===== config.mk =====
export PLATFORM = sky130hd
export DESIGN_NAME = mrt_seq
export DESIGN_NICKNAME = d
export VERILOG_FILES = /design/src/rtl/mrt_pkg.sv /design/src/rtl/mrt_decode.sv /design/src/rtl/mrt_lowbit.sv /design/src/rtl/mrt_ctrl.sv /design/src/rtl/mrt_seq.sv
export SDC_FILE = /design/constraint.sdc
export NUM_CORES = 1
export LEC_CHECK = 0
export BUFFER_PORTS_ARGS = -buffer_cell sky130_fd_sc_hd__buf_2
export CAP_MARGIN = 20
export CORE_MARGIN = 4
export CORE_UTILIZATION = 30
export CTS_CLUSTER_DIAMETER = 50
export DETAILED_ROUTE_END_ITERATION = 10
export GPL_ROUTABILITY_DRIVEN = 0
export PLACE_DENSITY_LB_ADDON = 0.08
export SYNTH_ARGS = -nofsm -noshare
export SYNTH_HDL_FRONTEND = slang
export SYNTH_SLANG_ARGS = --single-unit

===== constraint.sdc =====
create_clock -name clk -period 3.9 [get_ports clk]
set_input_delay 1.17 -clock clk [delete_from_list [all_inputs] [get_ports clk]]
set_output_delay 1.17 -clock clk [all_outputs]
set_load 0.01 [all_outputs]

===== src/rtl/mrt_pkg.sv =====
package mrt_pkg;

  // The register list width is fixed by the instruction layout.
  localparam int LIST_W = 16;
  localparam int IDX_W  = $clog2(LIST_W);
  localparam int CNT_W  = $clog2(LIST_W + 1);

  typedef enum logic [1:0] {
    ST_IDLE = 2'd0,
    ST_RUN  = 2'd1,
    ST_DONE = 2'd2
  } mrt_state_e;

  typedef struct packed {
    logic              pre;
    logic              up;
    logic              user;
    logic              wback;
    logic              load;
    logic [3:0]        rn;
    logic [LIST_W-1:0] list;
  } mrt_op_t;

  // Field positions follow the instruction layout; bits 27:25 must be 100.
  function automatic mrt_op_t f_decode(input logic [27:0] w);
    mrt_op_t op;
    op.pre   = w[24];
    op.up    = w[23];
    op.user  = w[22];
    op.wback = w[21];
    op.load  = w[20];
    op.rn    = w[19:16];
    op.list  = w[15:0];
    return op;
  endfunction

  function automatic logic f_is_block(input logic [27:0] w);
    return w[27:25] == 3'b100;
  endfunction

  function automatic logic [CNT_W-1:0] f_popcount(input logic [LIST_W-1:0] m);
    logic [CNT_W-1:0] c;
    c = '0;
    for (int i = 0; i < LIST_W; i++) begin
      c = c + CNT_W'(m[i]);
    end
    return c;
  endfunction

endpackage


===== src/rtl/mrt_decode.sv =====
module mrt_decode
  import mrt_pkg::*;
#(
  parameter int ADDR_W = 32,
  parameter int STEP   = 4
) (
  input  logic [27:0]       instr_i,
  input  logic [ADDR_W-1:0] base_i,
  output mrt_op_t           op_o,
  output logic              valid_o,
  output logic              empty_o,
  output logic [ADDR_W-1:0] first_addr_o,
  output logic [ADDR_W-1:0] final_base_o
);

  localparam logic [ADDR_W-1:0] STEP_A = ADDR_W'(STEP);

  // Bytes covered by n beats.
  function automatic logic [ADDR_W-1:0] f_span(input logic [CNT_W-1:0] n);
    return ADDR_W'(n) * STEP_A;
  endfunction

  // Lowest address touched, for the four before/after x up/down modes.
  function automatic logic [ADDR_W-1:0] f_first(input logic [ADDR_W-1:0] b,
                                                input logic pre, input logic up,
                                                input logic [CNT_W-1:0] n);
    logic [ADDR_W-1:0] a;
    unique case ({pre, up})
      2'b01:   a = b;                        // increment after
      2'b11:   a = b + STEP_A;               // increment before
      2'b00:   a = b - f_span(n) + STEP_A;   // decrement after
      default: a = b - f_span(n);            // decrement before
    endcase
    return a;
  endfunction

  function automatic logic [ADDR_W-1:0] f_final(input logic [ADDR_W-1:0] b,
                                                input logic up,
                                                input logic [CNT_W-1:0] n);
    return up ? (b + f_span(n)) : (b - f_span(n));
  endfunction

  logic [CNT_W-1:0] count;

  always_comb begin
    op_o         = f_decode(instr_i);
    valid_o      = f_is_block(instr_i);
    count        = f_popcount(op_o.list);
    empty_o      = (count == '0);
    first_addr_o = f_first(base_i, op_o.pre, op_o.up, count);
    final_base_o = f_final(base_i, op_o.up, count);
  end

endmodule


===== src/rtl/mrt_lowbit.sv =====
module mrt_lowbit
  import mrt_pkg::*;
#(
  parameter int W  = LIST_W,
  parameter int IW = $clog2(W)
) (
  input  logic [W-1:0]  mask_i,
  output logic [W-1:0]  onehot_o,
  output logic [IW-1:0] idx_o,
  output logic          any_o
);

  // seen[i] is high when some bit below i is set.
  logic [W:0] seen;
  assign seen[0] = 1'b0;

  for (genvar gi = 0; gi < W; gi++) begin : g_chain
    assign onehot_o[gi] = mask_i[gi] & ~seen[gi];
    assign seen[gi+1]   = seen[gi] | mask_i[gi];
  end

  assign any_o = seen[W];

  always_comb begin
    idx_o = '0;
    for (int i = 0; i < W; i++) begin
      if (onehot_o[i]) idx_o = idx_o | IW'(i);
    end
  end

endmodule


===== src/rtl/mrt_ctrl.sv =====
module mrt_ctrl
  import mrt_pkg::*;
#(
  parameter int ADDR_W = 32,
  parameter int STEP   = 4
) (
  input  logic              clk,
  input  logic              rst_n,
  input  logic              start_i,
  input  logic              valid_i,
  input  logic              empty_i,
  input  mrt_op_t           op_i,
  input  logic [ADDR_W-1:0] first_addr_i,
  input  logic [ADDR_W-1:0] final_base_i,
  input  logic [LIST_W-1:0] pick_onehot_i,
  input  logic              ready_i,
  output logic [LIST_W-1:0] rem_o,
  output logic              busy_o,
  output logic              req_o,
  output logic [ADDR_W-1:0] addr_o,
  output logic              done_o,
  output logic              err_o,
  output logic              wb_en_o,
  output logic [ADDR_W-1:0] wb_base_o,
  output logic              load_o,
  output logic              user_o,
  output logic [3:0]        rn_o,
  output logic              accept_o,
  output logic              beat_fire_o,
  output logic              last_beat_o
);

  mrt_state_e        state_q;
  logic [LIST_W-1:0] rem_q;
  logic [LIST_W-1:0] rem_next;
  logic [ADDR_W-1:0] addr_q;
  logic [ADDR_W-1:0] wb_q;
  mrt_op_t           op_q;
  logic              err_q;

  // Internal events, named for the checker.
  assign accept_o    = start_i && (state_q == ST_IDLE) && valid_i;
  assign beat_fire_o = (state_q == ST_RUN) && ready_i;
  assign rem_next    = rem_q & ~pick_onehot_i;
  assign last_beat_o = beat_fire_o && (rem_next == '0);

  always_ff @(posedge clk or negedge rst_n) begin
    if (!rst_n) begin
      state_q <= ST_IDLE;
      rem_q   <= '0;
      addr_q  <= '0;
      wb_q    <= '0;
      op_q    <= '0;
      err_q   <= 1'b0;
    end else begin
      err_q <= 1'b0;
      unique case (state_q)
        ST_IDLE: begin
          if (accept_o) begin
            if (empty_i) begin
              err_q <= 1'b1;
            end else begin
              state_q <= ST_RUN;
              rem_q   <= op_i.list;
              addr_q  <= first_addr_i;
              wb_q    <= final_base_i;
              op_q    <= op_i;
            end
          end
        end
        ST_RUN: begin
          if (beat_fire_o) begin
            rem_q <= rem_next;
            if (last_beat_o) begin
              state_q <= ST_DONE;
            end else begin
              addr_q <= addr_q + ADDR_W'(STEP);
            end
          end
        end
        default: begin
          state_q <= ST_IDLE;
        end
      endcase
    end
  end

  assign rem_o     = rem_q;
  assign busy_o    = (state_q != ST_IDLE);
  assign req_o     = (state_q == ST_RUN);
  assign addr_o    = addr_q;
  assign done_o    = (state_q == ST_DONE);
  assign err_o     = err_q;
  assign wb_en_o   = done_o && op_q.wback;
  assign wb_base_o = wb_q;
  assign load_o    = op_q.load;
  assign user_o    = op_q.user;
  assign rn_o      = op_q.rn;

endmodule


===== src/rtl/mrt_seq.sv =====
module mrt_seq
  import mrt_pkg::*;
#(
  parameter int ADDR_W = 32,
  parameter int STEP   = 4
) (
  input  logic              clk,
  input  logic              rst_n,
  input  logic              start_i,
  input  logic [27:0]       instr_i,
  input  logic [ADDR_W-1:0] base_i,
  output logic              busy_o,
  output logic              req_o,
  input  logic              ready_i,
  output logic [ADDR_W-1:0] addr_o,
  output logic [IDX_W-1:0]  reg_idx_o,
  output logic              load_o,
  output logic              user_bank_o,
  output logic [3:0]        base_reg_o,
  output logic              done_o,
  output logic              wb_en_o,
  output logic [ADDR_W-1:0] wb_base_o,
  output logic              err_o
);

  mrt_op_t           dec_op;
  logic              dec_valid;
  logic              dec_empty;
  logic [ADDR_W-1:0] dec_first;
  logic [ADDR_W-1:0] dec_final;
  logic [LIST_W-1:0] rem;
  logic [LIST_W-1:0] pick_onehot;
  logic              pick_any;
  logic              accept;
  logic              beat_fire;
  logic              last_beat;

  mrt_decode #(.ADDR_W(ADDR_W), .STEP(STEP)) u_decode (
    .instr_i      (instr_i),
    .base_i       (base_i),
    .op_o         (dec_op),
    .valid_o      (dec_valid),
    .empty_o      (dec_empty),
    .first_addr_o (dec_first),
    .final_base_o (dec_final)
  );

  mrt_lowbit #(.W(LIST_W), .IW(IDX_W)) u_lowbit (
    .mask_i   (rem),
    .onehot_o (pick_onehot),
    .idx_o    (reg_idx_o),
    .any_o    (pick_any)
  );

  mrt_ctrl #(.ADDR_W(ADDR_W), .STEP(STEP)) u_ctrl (
    .clk           (clk),
    .rst_n         (rst_n),
    .start_i       (start_i),
    .valid_i       (dec_valid),
    .empty_i       (dec_empty),
    .op_i          (dec_op),
    .first_addr_i  (dec_first),
    .final_base_i  (dec_final),
    .pick_onehot_i (pick_onehot),
    .ready_i       (ready_i),
    .rem_o         (rem),
    .busy_o        (busy_o),
    .req_o         (req_o),
    .addr_o        (addr_o),
    .done_o        (done_o),
    .err_o         (err_o),
    .wb_en_o       (wb_en_o),
    .wb_base_o     (wb_base_o),
    .load_o        (load_o),
    .user_o        (user_bank_o),
    .rn_o          (base_reg_o),
    .accept_o      (accept),
    .beat_fire_o   (beat_fire),
    .last_beat_o   (last_beat)
  );

endmodule


==> results.cfg, run 1 <==
[worst_setup_path]
crit_cells = 21
critPathMaxFanout = 5
path_buf_inv = 2
start_kind = input pin
r2r-end = u_ctrl.addr_o[20]
critPathKind = in -> reg
cp_common_cell = fa_1
crit-reg2reg-launch = u_ctrl.rem_o[8]
critical_path_arrival_ns = 7.45
rrSetupSlack_ns = 0.38
timing.critical_path.required_ns = 4.14
startpoint = instr_i[1]
slowest_stage = fa_1
path_cells = buf_8, ha_4, inv_2, fa_1, fa_1, fa_1, fa_1, fa_2, fa_2, nor2b_4, or2_4, ha_4, nor2b_4, o21ba_4, or4b_4, a221o_1, or4_4, or3_4, nor4_2, o21ai_1, a221o_1
crit_family = adder cells
r2r_cells = 9
cp_slowest_stage_delay_ns = 0.50
cp-end-kind = flip-flop
endpoint = u_ctrl.addr_o[22]

[global_route]
grt.overflow.total = 0
antenna_found_initial = 1
grt_pass1_wl_um = 56400
grt_usage_pct = 22.7
grt_max_degree = 48
grt_pass1_vias = 9735

[clock_tree]
clock-root-buffer = clkbuf_16
cts_tree = done
clk_path_buf_depth = 2
cts_buffers = 9
worst_setup_hold_path_clk_slew_ns = 0.07
htreeDepth = 3
cts.hold.buffers_added = 0
cts_sinks = 90
clkLatencyLatePin_ns = 0.37

[timing]
fin_worst_skew_ns = 0.0168
setup_viol = 89
drv_slew = 0
maxSlewHeadroom_pct = 41.3
rsz0062_at_grt = true
finalHoldViolCount = 0
fmax_mhz = 139
worst_pin_slew_ns = 0.877
fin_ws_ns = -3.31
holdWs_ns = 0.466
layout_min_cycle_time_ns = 7.21
finalCritPeriodShare_pct = 185

[route]
drt_pass1_iterations = 5
wl_per_cell_um = 19.3
wirelength_um = 36700
drc = 0
vias = 9994
drtIter0Drc = 627
detail-route-antenna-nets = 0
viasPerCell = 5.25

[run_status]
status = finished with violations
failed_checks = negative setup slack

[die]
die_w_um = 177
rows = 61
core_mm2 = 0.0279
die_h_um = 177
dieArea_mm2 = 0.0312
io_pins = 143
start_util_pct = 30.6

[power_and_ir_drop]
peakVddDrop_mv = 0.380
p_leak_nw = 5.96
finalPower_mw = 9.11
p_per_area_mw_per_mm2 = 669

[final_layout]
syn_to_final_growth_pct = 59.4
fin_area_mm2 = 0.0136
final_common_cell = buf_4
fin_util_pct = 48.7
n_antenna_cell = 0
drive_above_1_share_pct = 44.0
layout.nets = 1617
final-instance-count-excl-fill = 1903
layout_common_cells = buf_4, buf_2, nand2_1, dfrtp_1, nor2_1

[placed_design]
port-buffer-count = 142
placedInstanceArea_mm2 = 0.0115
dp_cells = 1817
hpwl_um = 26200

[logic_synthesis]
synth_cells = 1140
synth_cell_types = 85
synth_edf_count = 0
syn-num-nets = 1237
ys.flop_type = dfrtp_1
avgSynthCellArea_um2 = 7.49
yosys_warnings = 0
synth_seq_area_share_pct = 26.4
synth-seq-cells = 90
synth_area_mm2 = 0.00854
synthArstFlopShare_pct = 100

[hold_path]
min_path_type = reg -> reg

[flow_run]
maxCapViolations = 0
[state kept, by name (all words and copies together), names as in the netlist]
register	flops
u_ctrl.err_o	1
u_ctrl.rn_o	4
u_ctrl.rem_o	16
u_ctrl.state_q	2
u_ctrl.wb_base_o	32
u_ctrl.user_o	1
u_ctrl.load_o	1
u_ctrl.op_q	1
u_ctrl.addr_o	32
[power breakdown]
group          total, mW  internal [mW]  switching (mW)
Combinational       6.38           3.12            3.26
Clock              0.950          0.456           0.494
Sequential          1.77           1.35           0.425
Total               9.11           4.93            4.18
[what timing repair did]
item / in CTS / in global routing
gates cloned: 5 / 4
endpoints found under the setup margin: 89 / 89
resized for setup: 194 / 119
setup buffers: 52 / 21
pin swaps: 100 / 91
[cell usage after synthesis (12+ instances only)]
master,number,area share (%)
nand2_1,151,6.6
o21ai_0,110,6.4
nor2_1,92,4.0
dfrtp_1,90,26
a21oi_1,72,4.2
clkbuf_1,61,2.7
xnor2_1,50,5.1
inv_1,47,2.1
nor3_1,46,2.7
nand3_1,42,2.5
xor2_1,38,3.9
ha_1,21,3.1
nor4_1,21,1.5
a31oi_1,19,1.4
o22ai_1,15,1.1
and3_1,14,1.0
mux2i_1,14,1.6
nand4_1,13,0.95
and2_1,12,0.88
fa_1,12,2.8
nor2b_1,12,0.88
or3_1,12,0.88
[per-stage QoR]
step                      worst slack [ns]  TNS, ns
final                                -3.31  -222.71
after global routing                 -3.42  -236.02
after CTS                            -3.25  -209.50
after detailed placement             -3.85  -237.25
after global placement               -3.76  -233.91
after floorplan                      -3.49  -186.52
[cell families (layout without fill, tap and decap cells)]
family,after synthesis,after routing,synth area share [%]
simple gates,468,468,27.2
xor+xnor,88,88,9.03
fa+ha+maj,34,34,6.01
mux,15,15,1.77
flops,90,90,26.4
compound gates,312,314,22.6
buf+inv,133,516,7.03
[worst min-delay path by stage]
stage	from	endpoint	slack, ns	cells after the start
finish	u_ctrl.load_o	u_ctrl.load_o	0.47	2
global route	u_ctrl.addr_o[1]	u_ctrl.addr_o[1]	0.50	2
CTS	u_ctrl.load_o	u_ctrl.load_o	0.48	2
detailed placement	u_ctrl.rn_o[0]	u_ctrl.rn_o[0]	0.46	2
global placement	u_ctrl.op_q[21]	u_ctrl.op_q[21]	0.45	2
floorplan	u_ctrl.op_q[21]	u_ctrl.op_q[21]	0.44	2
[cell type report]
cell class,count,area [um2]
Multi-Input combinational cell,919,6940
Clock inverter,7,76.3
Sequential cell,90,2250
Timing Repair Buffer,451,3450
Clock buffer,9,225
Inverter,49,189
Tap cell,378,473
Fill cell,2792,14300
[worst reg2reg max path, delay by kind of cell, from the launching register on]
family | cells | cell delay (ns)
AO/OA/AOI/OAI | 4 | 1.28
buffers and inverters | 1 | 0.24
flip-flops | 1 | 0.48
AND/OR/NAND/NOR | 4 | 1.39
[per-layer routing]
layer	GRT usage [%]	wire length, um
met1	35.3	18300
met2	34.0	16200
met3	2.69	1680
met4	4.09	525
met5	0	0
(Power assumes the default switching activity.)
==> run 2, diff against run 1 <==
- clock period: 3.9 -> 6.5 ns (I/O delays scaled with it)
==> run 2 against run 1 <==
  * The run still ends with negative setup slack left
  * Critical path type unchanged
  * Count of clock-buffer cells in the layout is the same
  * Clock skew grew 0.0016 ns
  * Largest cell class unchanged
  * Die area is the same
  * Combinational power shrank 48%
  * Global-route usage shrank 1.6 points
  * Critical path depth is the same
==> results.cfg, run 2 (same netlist as run 1, synthesis figures left out) <==
[worst_setup_path]
crit-reg2reg-launch = u_ctrl.rem_o[0]
crit_family = adder cells
slowest_stage = or4b_4
cp-end-kind = flip-flop
cp_common_cell = fa_1
critPathMaxFanout = 4
start_kind = input pin
timing.critical_path.required_ns = 6.75
cp_slowest_stage_delay_ns = 0.53
path_cells = buf_6, ha_4, inv_2, fa_1, fa_1, fa_1, fa_1, fa_2, fa_2, nor2b_4, or2_4, ha_4, nor2b_4, o21ba_1, or4b_4, a221o_1, or4_4, or3_4, nor4_4, o21ai_1, a221o_1
path_buf_inv = 2
startpoint = instr_i[1]
critical_path_arrival_ns = 8.17
critPathKind = in -> reg

[clock_tree]
cts_sinks = 90
clk_path_buf_depth = 2
htreeDepth = 3
clkLatencyLatePin_ns = 0.38
clock-root-buffer = clkbuf_16
cts_tree = done
cts_buffers = 9
worst_setup_hold_path_clk_slew_ns = 0.08

[power_and_ir_drop]
p_clk_share_pct = 11.7
p_per_area_mw_per_mm2 = 399
power_switching_mw = 2.27
p_leak_nw = 5.28
internal_power_mw = 2.66
peakVddDrop_mv = 0.204
swShare_pct = 46.0
p_seq_share_pct = 21.5
pwr-share-comb_pct = 66.8

[global_route]
grt_usage_pct = 21.1
grt_pass1_vias = 9095
antenna_found_initial = 0
grt_pass1_wl_um = 52500
grt.overflow.total = 0
grt_max_degree = 61

[flow_run]
maxCapViolations = 0

[timing]
fin_ws_ns = -1.42
worst_pin_slew_ns = 0.956
layout_min_cycle_time_ns = 7.92
rsz0062_at_grt = true
fin_worst_skew_ns = 0.0185
setup_viol = 53
finalHoldViolCount = 0
finalCritPeriodShare_pct = 122
drv_slew = 0
fmax_mhz = 126
holdWs_ns = 0.473
maxSlewHeadroom_pct = 36.0

[route]
drt_pass1_iterations = 5
drc = 0
wl_per_cell_um = 18.6
wirelength_um = 33500
detail-route-antenna-nets = 0
viasPerCell = 5.26
drtIter0Drc = 828
vias = 9476

[final_layout]
final-instance-count-excl-fill = 1800
syn_to_final_growth_pct = 44.6
layout.nets = 1513
n_fill_cell = 2847
drive_above_1_share_pct = 37.1
layout_common_cells = buf_4, nand2_1, buf_2, dfrtp_1, nor2_1
final_common_cell = buf_4

[hold_path]
hp-start = u_ctrl.addr_o[1]
min_path_type = reg -> reg

[die]
dieArea_mm2 = 0.0312
start_util_pct = 30.6
core_mm2 = 0.0279
rows = 61
die_w_um = 177
io_pins = 143
die_h_um = 177

[run_status]
status = finished with violations
failed_checks = negative setup slack

[placed_design]
port-buffer-count = 142
dp_cells = 1756
post-place-ws_ns = -1.95
hpwl_um = 25400
## run 2: timing repair
action	in CTS	in global routing
buffers inserted	19	15
gates resized for setup	119	69
pin swaps	59	54
hold buffers	0	0
setup endpoints to repair	57	68
## run 2: final cells by class
| cell class | count | area, um2 | area share, % |
|---|---|---|---|
| Antenna cell | 1 | 2.50 | 0.0203 |
| Clock buffer | 9 | 225 | 1.82 |
| Clock inverter | 7 | 83.8 | 0.679 |
| Inverter | 49 | 186 | 1.51 |
| Multi-Input combinational cell | 917 | 6710 | 54.3 |
| Sequential cell | 90 | 2250 | 18.2 |
| Tap cell | 378 | 473 | 3.83 |
| Timing Repair Buffer | 349 | 2420 | 19.6 |
## run 2: worst paths after layout
path | to | slack (ns) | depth (start not counted)
worst max-delay path | u_ctrl.addr_o[22] | -1.42 | 21
worst min-delay path | u_ctrl.addr_o[1] | 0.47 | 2
worst max register to register | u_ctrl.addr_o[2] | 2.72 | 8
worst min register to register | u_ctrl.addr_o[1] | 0.47 | 2
max in group asynchronous | u_ctrl.wb_base_o[23] | 3.84 | 2
min in group asynchronous | u_ctrl.rem_o[12] | 1.64 | 1
## run 2: power by group through the flow
| stage | clock [mW] | combinational [mW] | sequential (mW) |
|---|---|---|---|
| finish | 0.576 | 3.29 | 1.06 |
| global route | 0.614 | 3.61 | 1.10 |
| CTS | 0.591 | 3.06 | 1.06 |
| detailed placement | 0 | 2.85 | 1.07 |
| global placement | 0 | 2.84 | 1.07 |
| floorplan | 0 | 1.60 | 1.09 |
## run 2: layer usage
layer  part of all wire, %  GRT usage (%)  vias up
met5                     0              0        -
met4                  0.96           4.13        0
met3                   5.7           3.10       28
met2                    41           29.8      294
met1                    52           33.8     4513
li1                      -              -     4641
## run 2: metrics by stage
stage	utilization [%]	setup TNS [ns]	total power, mW	instance area [um2]
2_1_floorplan	-	-42.05	2.69	8890
3_5_place_dp	39.3	-79.08	3.91	11000
5_1_grt	44.2	-53.07	5.33	12300
3_3_place_gp	39.3	-78.37	3.90	11000
4_1_cts	42.5	-50.88	4.71	11900
6_report	44.2	-46.44	4.93	12300
## run 2: worst reg2reg max path, cell delays in order, from the launching register on
cell,delay [ns]
dfrtp_1,0.50
nor4_1,0.74
nand3_1,0.49
nor3_1,0.49
o22ai_1,0.23
o31ai_4,0.56
buf_4,0.31
nor3_1,0.06
a211o_1,0.28
